## config.mk

```make
export PLATFORM = sky130hd
export DESIGN_NAME = clk_lock_watchdog
export DESIGN_NICKNAME = d
export VERILOG_FILES = /design/src/rtl/cmw_pkg.sv /design/src/rtl/cmw_sync.sv /design/src/rtl/cmw_wait_ctr.sv /design/src/rtl/cmw_fsm.sv /design/src/rtl/clk_lock_watchdog.sv
export SDC_FILE = /design/constraint.sdc
export NUM_CORES = 1
export LEC_CHECK = 0
export ABC_AREA = 0
export BUFFER_PORTS_ARGS = -buffer_cell sky130_fd_sc_hd__buf_2
export CORE_MARGIN = 5
export CORE_UTILIZATION = 32
export DETAILED_ROUTE_END_ITERATION = 7
export PLACE_DENSITY_LB_ADDON = 0.08
export SYNTH_ARGS = -nofsm -noshare
export SYNTH_HDL_FRONTEND = slang
export SYNTH_SLANG_ARGS = --single-unit
```

## constraint.sdc

```tcl
create_clock -name clk -period 2.7 [get_ports clk]
set_input_delay 0.675 -clock clk [delete_from_list [all_inputs] [get_ports clk]]
set_output_delay 0.675 -clock clk [all_outputs]
set_load 0.02 [all_outputs]
```

## src/rtl/cmw_pkg.sv

```systemverilog
package cmw_pkg;
  typedef enum logic [1:0] {
    ST_HOLD  = 2'd0,
    ST_PULSE = 2'd1,
    ST_WAIT  = 2'd2
  } cmw_state_e;
endpackage

```

## src/rtl/cmw_sync.sv

```systemverilog
module cmw_sync #(
  parameter int WIDTH  = 3,
  parameter int STAGES = 2
) (
  input  logic             clk,
  input  logic             rst,
  input  logic [WIDTH-1:0] d,
  output logic [WIDTH-1:0] q
);
  logic [WIDTH-1:0] stg [STAGES];

  always_ff @(posedge clk) begin
    if (rst) stg[0] <= '0;
    else     stg[0] <= d;
  end

  for (genvar i = 1; i < STAGES; i++) begin : g_stage
    always_ff @(posedge clk) begin
      if (rst) stg[i] <= '0;
      else     stg[i] <= stg[i-1];
    end
    // each stage lags its predecessor by one clock
    assert_stage_lag_R9: assert property (@(posedge clk) disable iff (rst)
      stg[i] == $past(stg[i-1]));
  end

  assign q = stg[STAGES-1];
endmodule

```

## src/rtl/cmw_wait_ctr.sv

```systemverilog
module cmw_wait_ctr #(
  parameter int WAIT_CYCLES = 50
) (
  input  logic clk,
  input  logic rst,
  input  logic start,
  output logic done
);
  localparam int CNT_W = $clog2(WAIT_CYCLES + 1);
  localparam logic [CNT_W-1:0] RELOAD = CNT_W'(WAIT_CYCLES - 1);

  logic [CNT_W-1:0] cnt_q;

  always_ff @(posedge clk) begin
    if (rst)                cnt_q <= '0;
    else if (start)         cnt_q <= RELOAD;
    else if (cnt_q != '0)   cnt_q <= cnt_q - 1'b1;
  end

  assign done = (cnt_q == '0);
endmodule

```

## src/rtl/cmw_fsm.sv

```systemverilog
module cmw_fsm
  import cmw_pkg::*;
#(
  parameter int   RETRY_W        = 4,
  parameter logic CHECK_OUT_STOP = 1'b1
) (
  input  logic               clk,
  input  logic               rst,
  input  logic               locked_s,
  input  logic               istop_s,
  input  logic               ostop_s,
  input  logic               done,
  output logic               start,
  output logic               pulse_o,
  output logic               healthy_o,
  output logic [RETRY_W-1:0] retry_o
);
  localparam logic [RETRY_W-1:0] RETRY_MAX = '1;

  cmw_state_e st_q, nxt;
  logic       fault, pass;

  assign fault = !locked_s || istop_s || (CHECK_OUT_STOP && ostop_s);

  always_comb begin
    nxt   = st_q;
    start = 1'b0;
    pass  = 1'b0;
    case (st_q)
      ST_HOLD:  if (!istop_s) nxt = ST_PULSE;
      ST_PULSE: begin
        nxt   = ST_WAIT;
        start = 1'b1;
      end
      ST_WAIT: begin
        if (istop_s) nxt = ST_HOLD;
        else if (done) begin
          if (fault) nxt = ST_PULSE;
          else begin
            start = 1'b1;
            pass  = 1'b1;
          end
        end
      end
      default: nxt = ST_HOLD;
    endcase
  end

  always_ff @(posedge clk) begin
    if (rst) begin
      st_q      <= ST_HOLD;
      pulse_o   <= 1'b0;
      healthy_o <= 1'b0;
      retry_o   <= '0;
    end else begin
      st_q    <= nxt;
      pulse_o <= (nxt == ST_PULSE);
      if (nxt != ST_WAIT) healthy_o <= 1'b0;
      else if (pass)      healthy_o <= 1'b1;
      if (nxt == ST_PULSE && retry_o != RETRY_MAX) retry_o <= retry_o + 1'b1;
    end
  end

  assert_pulse_one_cycle_R2: assert property (@(posedge clk) disable iff (rst)
    pulse_o |=> !pulse_o);
  assert_no_pulse_mid_wait_R3: assert property (@(posedge clk) disable iff (rst)
    (st_q == ST_WAIT && !done && !istop_s) |=> !pulse_o);
  assert_healthy_low_on_pulse_R5: assert property (@(posedge clk) disable iff (rst)
    pulse_o |-> !healthy_o);
  assert_idle_quiet_R7: assert property (@(posedge clk) disable iff (rst)
    (st_q == ST_HOLD && istop_s) |=> (!pulse_o && !healthy_o));
  assert_retry_step_R8: assert property (@(posedge clk) disable iff (rst)
    (retry_o != $past(retry_o)) |-> (pulse_o && retry_o == $past(retry_o) + 1'b1));
  assert_retry_saturate_R8: assert property (@(posedge clk) disable iff (rst)
    (retry_o == RETRY_MAX) |=> (retry_o == RETRY_MAX));
endmodule

```

## src/rtl/clk_lock_watchdog.sv

```systemverilog
module clk_lock_watchdog #(
  parameter int   CLK_PER_US     = 25,
  parameter int   WAIT_US        = 2,
  parameter int   RETRY_W        = 4,
  parameter logic CHECK_OUT_STOP = 1'b1
) (
  input  logic               clk,
  input  logic               rst,
  input  logic               locked_i,
  input  logic               clkin_stopped_i,
  input  logic               synth_stopped_i,
  output logic               mgr_reset_o,
  output logic               healthy_o,
  output logic [RETRY_W-1:0] retry_count_o
);
  localparam int WAIT_CYCLES = CLK_PER_US * WAIT_US;
  localparam int N_FLAGS     = 3;

  logic [N_FLAGS-1:0] flags_s;
  logic               start, done;

  cmw_sync #(.WIDTH(N_FLAGS), .STAGES(2)) u_sync (
    .clk (clk),
    .rst (rst),
    .d   ({synth_stopped_i, clkin_stopped_i, locked_i}),
    .q   (flags_s)
  );

  cmw_wait_ctr #(.WAIT_CYCLES(WAIT_CYCLES)) u_ctr (
    .clk   (clk),
    .rst   (rst),
    .start (start),
    .done  (done)
  );

  cmw_fsm #(.RETRY_W(RETRY_W), .CHECK_OUT_STOP(CHECK_OUT_STOP)) u_fsm (
    .clk       (clk),
    .rst       (rst),
    .locked_s  (flags_s[0]),
    .istop_s   (flags_s[1]),
    .ostop_s   (flags_s[2]),
    .done      (done),
    .start     (start),
    .pulse_o   (mgr_reset_o),
    .healthy_o (healthy_o),
    .retry_o   (retry_count_o)
  );
endmodule

```

==> results.md, run 1 <==
- Sequential element share of the synthesized area: 40.4%
- Worst path cell trace: inv_1, ha_1, or2b_1, a21oi_2, a311oi_4, or4_1, a21oi_1
- Iter 0 DRT Violations: 38
- Slew Limit Fails: 0
- Post-CTS Setup Bufs: 0
- Avg Cell Area, Syn: 9.72 um2
- Largest net degree at the start of global routing: 20
- Die X: 65.7 um
- GRT Overall Usage: 9.54%
- Data required, critical path: 2930 ps
- Setup Skew: 2.91 ps
- YS warnings: 0
- Power Dens Cells: 989 mW/mm2
- Grt ovf: 0
- WL/cell: 12.4 um
- Clock Latency Late Sink: 290 ps
- Worst Path Max Fanout: 7
- Critical Path Max Stage Delay: 520 ps
- Gpl congestion: 0.694
- N_diodes: 0
- Setup TNS: 0 ps
- Die H: 65.7 um
- Drt pass-1 iters: 4
- Cell variety after synth: 37
- CTS tree: built
- DRC errors left: 0
- Most common cell after layout, fill and taps aside: dfxtp_1
- Most frequent cells in the layout: 20 x dfxtp_1, 10 x buf_2, 8 x a21oi_1
- Endpoints failing hold: 0
- Area grow syn2layout: 8.08%
- Run status: finished, final reports clean
- P_leak: 0.419 nW
- Period utilization: 75.2%
- Critical Path AT: 2260 ps
- Total die area: 0.00431 mm2
- # resized after CTS: 0
- Global-route wire length before repair: 3240 um
- EDFF count, synth: 0
- Top_reg_cell synth: dfxtp_1
- Worst Hold Class: reg2reg
- Minimum clock period: 2030 ps
- NumNets Final: 126
- Worst VDD drop: 0.362 mV
- I/O pin cnt: 11
- Antenna Nets Post-Route: 0
- Final wirelength: 1800 um
- Kind of end point of the critical path: flop
- DP Wirelength: 1410 um
- Crit-path slowest cell: or4_1
- Num CTS Buffers: 3
- Port Buffers: 10
- DR vias: 742
- Power Total: 0.00106 W
- Fmax: 492 MHz
- Max-cap violations: 0
- Actual slew at the worst max-slew pin: 461 ps
- Unrepaired setup endpoints after global routing: no
- Vias in the first global route: 719
- Dpl cell area: 0.00105 mm2
- CTS clk-pin slew, worst paths: 110 ps
- H-tree level count: 1
- Hold slack: 448 ps
- Core area: 0.00300 mm2
- Mapped Cells: 102
- Clock root buffer: clkbuf_4
- Asr flop ratio synth: 0%
- Share of cells above drive strength 1: 18.8%
- Sink Count: 20
- Synth Net Count: 114
- Worst setup SP type: flop
- Hold buffers post-CTS: 0
- Yosys reg bits: 20
- WS Path Type: reg2reg
- DR vias/cell: 5.12
- Slew margin rel.: 69.0%
- Post-Syn Area: 991 um2
- # setup viols final: 0
- Initial core utilization: 33.0%
- Clock Path Buffers: 2
- Initial antenna violation count: 0
- Design area: 0.00107 mm2
- Cell Rows: 20
cell usage after synthesis (2+ instances only):
| cell type | n | area share [%] |
|---|---|---|
| nor2b_1 | 7 | 4.4 |
| o21ai_0 | 5 | 2.5 |
| ha_1 | 7 | 8.8 |
| inv_1 | 6 | 2.3 |
| nand2_1 | 7 | 2.7 |
| a21oi_1 | 8 | 4.0 |
| or2b_1 | 2 | 1.5 |
| nor2_1 | 3 | 1.1 |
| dfxtp_1 | 20 | 40 |
| xnor2_1 | 4 | 3.5 |
| nor3_1 | 5 | 2.5 |
| nor3b_1 | 2 | 1.5 |
| a2111oi_0 | 2 | 1.8 |
cells by family after synthesis:
family                   after synthesis  synth area share [%]
AO/OA/AOI/OAI                         23                  16.8
flip-flops                            20                  40.4
adder cells (fa/ha/maj)                7                  8.84
XOR/XNOR                               5                  4.42
AND/OR/NAND/NOR                       38                  23.9
buffers and inverters                  9                  5.68
metal layers:
metal | global-route usage (%) | wire length, um | vias up
met5 | 0 | 0 | -
li1 | - | - | 378
met4 | 3.89 | 15 | 0
met1 | 12.2 | 890 | 355
met3 | 2.56 | 40 | 2
met2 | 15.0 | 857 | 7
where the power goes:
group	leakage, nW	switching, W	internal [W]
clock network	0.0138	0.0000837	0.0000518
logic	0.240	0.000268	0.000229
registers	0.165	0.0000638	0.000363
total	0.419	0.000416	0.000644
state kept, by name (all words and copies together), names as in the netlist:
| name | cells |
|---|---|
| u_fsm.retry_o | 4 |
| u_fsm.pulse_o | 1 |
| u_sync.stg | 6 |
| u_fsm.st_q | 2 |
| u_fsm.healthy_o | 1 |
| u_ctr.cnt_q | 6 |
per-stage QoR:
stage	instances	utilization, %	setup slack (ps)
2_1_floorplan	102	-	854
3_3_place_gp	142	34.9	720
3_5_place_dp	142	34.9	683
4_1_cts	145	35.7	662
5_1_grt	145	35.7	514
6_report	145	35.7	669
layout make-up:
| type | count | area, um2 |
|---|---|---|
| fillers | 329 | 1930 |
| flip-flops and latches | 20 | 400 |
| inverters | 6 | 22.5 |
| clock buffers | 3 | 22.5 |
| well taps | 33 | 41.3 |
| repair buffers | 10 | 50.0 |
| multi-input cells | 73 | 534 |
path summary, 6_finish.rpt:
kind	startpoint	end	slack, ps	cells after the start
setup reg to reg	u_fsm.st_q[0]	u_fsm.retry_o[3]	670	7
setup / recovery	u_fsm.st_q[0]	u_fsm.retry_o[3]	670	7
hold reg to reg	u_sync.stg[0][1]	u_sync.stg[1][1]	450	1
hold / removal	u_sync.stg[0][1]	u_sync.stg[1][1]	450	1
worst max-delay path: cells and delay by family (launching register included):
family	cells	cell delay [ps]
and+or+nand+nor	2	760
adders and majority gates	1	240
AOI/OAI and AO/OA	3	450
buffers and inverters	1	100
DFF	1	420
Note: power is estimated with default switching activity, not from simulation.
==> inputs of run 2 (changes only) <==
==> constraint.sdc (replaced) <==
create_clock -name clk -period 1.85 [get_ports clk]
set_input_delay 0.4625 -clock clk [delete_from_list [all_inputs] [get_ports clk]]
set_output_delay 0.4625 -clock clk [all_outputs]
set_load 0.02 [all_outputs]
==> run 2 against run 1 <==
Net effect:
- cell area rose by 12%
- count of clock-buffer cells in the layout unchanged
- fmax increased by 15%
- routed wire length rose by 3.2%
- critical path type unchanged
- highest routed layer unchanged
==> results.md, run 2 (synthesized netlist as in run 1, its figures left out) <==
- Run status: finished, final reports clean
- P_leak: 0.486 nW
- Data required, critical path: 2100 ps
- Most frequent cells in the layout: 17 x dfxtp_1, 10 x buf_2, 10 x buf_4
- Core area: 0.00300 mm2
- GRT Overall Usage: 9.99%
- Hold path cells: 2
- WL/cell: 11.9 um
- Actual slew at the worst max-slew pin: 362 ps
- Setup TNS: 0 ps
- Worst VDD drop: 0.709 mV
- Reg-to-reg endpoint: u_fsm.retry_o[0]
- Critical Path AT: 2020 ps
- Clock power frac: 19.7%
- Kind of end point of the critical path: flop
- Endpoints failing hold: 0
- Global-route wire length before repair: 3310 um
- Clock Latency Late Sink: 310 ps
- WS Path Type: reg2reg
- DP Wirelength: 1380 um
- Drt pass-1 iters: 4
- Grt ovf: 0
- FF-to-FF Start: u_fsm.st_q[1]
- Port Buffers: 10
- Unrepaired setup endpoints after global routing: yes
- Gpl congestion: 0.824
- DR vias: 766
- Worst Path Max Fanout: 5
- N_diodes: 0
- Antenna Nets Post-Route: 0
- Die X: 65.7 um
- CTS tree: built
- Clock Path Buffers: 2
- Worst setup SP type: flop
- CTS clk-pin slew, worst paths: 120 ps
- Hold endpoint: u_sync.stg[0][1]
- Net Sw Power: 0.000657 W
- Sink Count: 20
- Initial core utilization: 33.0%
- Sequential power share: 34.1%
- Area grow syn2layout: 21.1%
- NumNets Final: 136
- Slew Limit Fails: 0
- Worst Hold Class: in2reg
- Hold buffers post-CTS: 0
- Area of the multi-input gates: 554 um2
- Clock root buffer: clkbuf_4
- Minimum clock period: 1770 ps
- Initial antenna violation count: 0
- H-tree level count: 1
- DRC errors left: 0
- Most common cell after layout, fill and taps aside: dfxtp_1
- Iter 0 DRT Violations: 24
- Internal Power: 0.00118 W
- Largest net degree at the start of global routing: 20
- Flop2flop setup slack: 80 ps
- Num CTS Buffers: 3
- Register area: 404 um2
- Fmax: 564 MHz
- Setup Skew: 10.6 ps
- Power Total: 0.00183 W
- Max-cap violations: 0
- Die H: 65.7 um
- Comb power frac: 46.3%
- Power Dens Cells: 1530 mW/mm2
- FILL cells: 309
- Share of cells above drive strength 1: 35.0%
- Beginning of the worst hold path: clkin_stopped_i
- Reg2reg path depth: 8
- Net Sw Frac: 35.8%
- I/O pin cnt: 11
- Slew margin rel.: 75.3%
- Total die area: 0.00431 mm2
- # setup viols final: 0
- Cell Rows: 20
- Top Registers: u_ctr.cnt_q x6, u_sync.stg x6, u_fsm.retry_o x4
- Period utilization: 95.8%
- Fin util: 40.0%
- Vias in the first global route: 739
- DR vias/cell: 4.91
- Final wirelength: 1860 um
[run 2: cell types whose count changed in the layout (fill, tap and decap cells not counted), sizes merged]
cell    previous run  this run
buf               10        20
bufinv             0         1
[run 2: worst max-delay path by stage]
| stage | startpoint | endpoint | depth (start not counted) |
|---|---|---|---|
| detailed placement | u_fsm.st_q[1] | u_fsm.retry_o[3] | 7 |
| finish | u_fsm.st_q[1] | u_fsm.retry_o[0] | 8 |
| global placement | u_fsm.st_q[1] | u_fsm.retry_o[3] | 7 |
| global route | u_fsm.st_q[1] | u_fsm.retry_o[0] | 8 |
| floorplan | u_fsm.st_q[0] | u_fsm.retry_o[3] | 7 |
| CTS | u_fsm.st_q[0] | u_fsm.retry_o[3] | 7 |
[run 2: timing repair]
item | in CTS | in global routing
pin swaps | 1 | 6
setup buffers | 0 | 1
gates resized for setup | 2 | 11
setup endpoints to repair | 2 | 9
gates cloned | 0 | 0
[run 2: routing by layer]
metal	up-vias	part of all wire, %	wire (um)	track usage, %
met4	0	2.1	40	4.66
met1	353	51	954	13.6
met5	-	0	0	0
met3	5	3.0	55	2.56
li1	398	-	-	-
met2	10	44	811	14.5
[run 2: worst max-delay path, stage by stage (launching register included)]
cell and delay [ps]:
dfxtp_2 360, inv_2 40, ha_2 180, or2b_1 230, a21oi_2 210, a311oi_4 60, buf_4 170, or3_1 340
a21oi_1 120
[run 2: power groups by stage]
| stage | Clock, W | Sequential (W) | Combinational, W |
|---|---|---|---|
| after global placement | 0 | 0.000631 | 0.000817 |
| after global routing | 0.000395 | 0.000640 | 0.000948 |
| final | 0.000361 | 0.000625 | 0.000849 |
| after detailed placement | 0 | 0.000629 | 0.000809 |
| after floorplan | 0 | 0.000653 | 0.000617 |
| after CTS | 0.000373 | 0.000622 | 0.000817 |
[run 2: per-stage QoR]
stage               worst slack (ps)  std cells  cell area (um2)  hold WS [ps]
finish                          77.6        156             1200           351
CTS                             5.81        155             1170           343
global route                   -3.56        156             1200           341
detailed placement             0.595        151             1120           431
floorplan                       4.14        102              991           414
global placement                4.54        151             1120           418
[run 2: cell type report]
| class | instances | area share [%] |
|---|---|---|
| clock buffer | 3 | 1.88 |
| clock inverter | 1 | 2.50 |
| inverter | 6 | 1.88 |
| multi-input combinational | 73 | 46.2 |
| sequential | 20 | 33.7 |
| tap | 33 | 3.44 |
| timing repair buffer | 20 | 10.4 |
==> inputs of run 3 (changes only) <==
--- a/config.mk
+++ b/config.mk
@@ -5,10 +5,10 @@
 export SDC_FILE = /design/constraint.sdc
 export NUM_CORES = 1
 export LEC_CHECK = 0
-export ABC_AREA = 0
+export ABC_AREA = 1
 export BUFFER_PORTS_ARGS = -buffer_cell sky130_fd_sc_hd__buf_2
 export CORE_MARGIN = 5
-export CORE_UTILIZATION = 32
+export CORE_UTILIZATION = 45
 export DETAILED_ROUTE_END_ITERATION = 7
 export PLACE_DENSITY_LB_ADDON = 0.08
 export SYNTH_ARGS = -nofsm -noshare
==> run 3 against run 2 <==
Net effect:
- routed wire length down 14%
- clock power down 2%
- clock skew down 6.6 ps
- register-to-register slack better by 220 ps
- global-route usage up 1.1 points
- synthesized cell count up 24%
- fmax up 14%
- count of clock-buffer cells in the layout unchanged
- cell count up 6.4%
- combinational power down 29%
- sequential cell count unchanged
- critical path type unchanged
- critical endpoint is now u_fsm.retry_o[2]
- largest cell class unchanged
==> results.md, run 3 <==
- Critical Path Max Stage Delay: 320 ps
- Fin util: 54.9%
- Sink Count: 20
- Crit-path slowest cell: dfxtp_1
- I/O pin cnt: 11
- Cell variety after synth: 26
- Yosys reg bits: 20
- Post-Syn Area: 977 um2
- Unrepaired setup endpoints after global routing: no
- Hold buffers post-CTS: 0
- Run status: finished, final reports clean
- Internal Power: 0.000969 W
- Antenna Nets Post-Route: 0
- Mapped Cells: 126
- Power Dens Cells: 1390 mW/mm2
- Setup crit start: u_ctr.cnt_q[0]
- Most common cell after layout, fill and taps aside: dfxtp_1
- Final wirelength: 1600 um
- Endpoints failing hold: 0
- Asr flop ratio synth: 0%
- Synth area leader: dfxtp_1
- CTS tree: built
- Worst VDD drop: 0.728 mV
- Worst Path Max Fanout: 4
- Port Buffers: 10
- Clock Path Buffers: 2
- FILL cells: 193
- Clock root buffer: clkbuf_4
- Core area: 0.00202 mm2
- Comb power frac: 39.3%
- Die H: 56.6 um
- Net Sw Power: 0.000570 W
- Sequential element share of the synthesized area: 41.0%
- Setup TNS: 0 ps
- Drt pass-1 iters: 4
- Post-CTS Setup Bufs: 0
- Worst Hold Class: in2reg
- Clock power frac: 23.1%
- Hold slack: 349 ps
- Register area: 400 um2
- H-tree level count: 1
- Slew Limit Fails: 0
- Initial core utilization: 48.3%
- YS warnings: 0
- Minimum clock period: 1550 ps
- Beginning of the worst hold path: clkin_stopped_i
- DP Wirelength: 1220 um
- DRC errors left: 0
- N_diodes: 0
- Setup Skew: 4.02 ps
- Slew margin rel.: 72.2%
- NumNets Final: 152
- GRT Overall Usage: 11.1%
- Top-area cell type share of the netlist area: 41.0%
- Kind of end point of the critical path: flop
- # setup viols final: 0
- DR vias/cell: 4.61
- Data required, critical path: 2050 ps
- Actual slew at the worst max-slew pin: 414 ps
- Non-filler instance count after layout: 166
- Top Registers: u_ctr.cnt_q x6, u_sync.stg x6, u_fsm.retry_o x4
- Leading post-synthesis cells by cell area: dfxtp_1 41%, ha_1 9.0%, nand2_1 6.9%, nor2_1 6.9%, inv_1 6.5%
- Worst setup SP type: flop
- # resized after CTS: 0
- Gpl congestion: 0.817
- Synth Net Count: 138
- Placed Cells: 162
- Vias in the first global route: 688
- Top_reg_cell synth: dfxtp_1
- Num CTS Buffers: 3
- Clock Latency Late Sink: 300 ps
- Cell Rows: 16
- Most frequent cells after synthesis: 20 x dfxtp_1, 18 x nand2_1, 18 x nor2_1
- P_leak: 0.530 nW
- Global-route wire length before repair: 2880 um
- Critical Path AT: 1750 ps
- Most frequent cell after synthesis: dfxtp_1
- Area grow syn2layout: 13.6%
- Avg Cell Area, Syn: 7.76 um2
- FF-to-FF Start: u_ctr.cnt_q[0]
- Die X: 56.6 um
- DR vias: 765
- Sequential power share: 37.6%
- WL/cell: 9.65 um
- Fmax: 644 MHz
- Net Sw Frac: 37.0%
- Total die area: 0.00320 mm2
- EDFF count, synth: 0
- WS Path Type: reg2reg
- Worst path cell trace: inv_1, ha_1, inv_1, nor2_2, nand3_2, nand2_1, nand2_2, a21oi_4, nand2_2, nor2_1, a21oi_1
- Initial antenna violation count: 0
- Largest net degree at the start of global routing: 13
- Most frequent cells in the layout: 20 x dfxtp_1, 18 x nor2_1, 18 x nand2_1
- Period utilization: 83.9%
- Share of cells above drive strength 1: 22.3%
- CTS clk-pin slew, worst paths: 120 ps
- Area of the multi-input gates: 490 um2
- Max-cap violations: 0
- Iter 0 DRT Violations: 7
- Grt ovf: 0
==> run 3: changes by cell type after synthesis, sizes merged, moves of 2 or more <==
| cell | before | now |
|---|---|---|
| nor2 | 3 | 21 |
| inv | 6 | 22 |
| nand2 | 7 | 22 |
| nand3 | 1 | 10 |
| nor2b | 8 | 0 |
| nor3 | 6 | 1 |
| buf | 3 | 0 |
| a2111oi | 2 | 0 |
| nand3b | 0 | 2 |
| o21ai | 6 | 4 |
| or2b | 2 | 0 |
| xnor2 | 4 | 2 |
==> run 3: power by group through the flow <==
| stage | Sequential, W | Clock [W] | Combinational (W) |
|---|---|---|---|
| final | 0.000579 | 0.000355 | 0.000605 |
| after global routing | 0.000589 | 0.000383 | 0.000700 |
| after CTS | 0.000578 | 0.000367 | 0.000606 |
| after detailed placement | 0.000589 | 0 | 0.000603 |
| after global placement | 0.000587 | 0 | 0.000594 |
| after floorplan | 0.000601 | 0 | 0.000478 |
==> run 3: routing by layer <==
layer / GRT usage, % / part of all wire (%) / up-vias
li1: - / - / 421
met1: 15.5 / 53 / 329
met2: 16.2 / 44 / 13
met3: 2.06 / 3.1 / 2
met4: 5.08 / 0.62 / 0
met5: 0 / 0 / -
==> run 3: worst paths after layout <==
path | slack [ps] | endpoint | cells past startpoint
worst min register to register | 410 | u_sync.stg[1][1] | 2
worst min-delay path | 350 | u_sync.stg[0][1] | 3
worst max-delay path | 300 | u_fsm.retry_o[2] | 11
worst max register to register | 300 | u_fsm.retry_o[2] | 11
==> run 3: kinds of logic (layout without fill, tap and decap cells) <==
group,after synthesis,in the layout,synth area share [%]
adder cells (fa/ha/maj),7,7,8.96
AND/OR/NAND/NOR,58,58,28.4
flip-flops,20,20,41.0
buffers and inverters,23,36,8.83
XOR/XNOR,3,3,2.69
AO/OA/AOI/OAI,15,15,10.1
==> run 3: cell type report <==
cell class	instances	share of cell area [%]
multi-input combinational	83	44.2
sequential	20	36.1
inverter	22	7.44
timing repair buffer	10	4.51
tap	27	3.04
clock inverter	1	2.71
clock buffer	3	2.03
==> run 3: per-stage QoR <==
stage               setup slack [ps]  instance area [um2]  power, W
finish                           297                 1110   0.00154
global route                     103                 1110   0.00167
CTS                              281                 1110   0.00155
detailed placement               314                 1060   0.00119
global placement                 341                 1060   0.00118
floorplan                        438                  977   0.00108
==> run 3: worst max-delay path: cells and delay by family (launching register included) <==
family	cells	cell delay [ps]
buf+inv	2	150
fa+ha+maj	1	160
flops	1	320
simple gates	6	580
compound gates	2	240
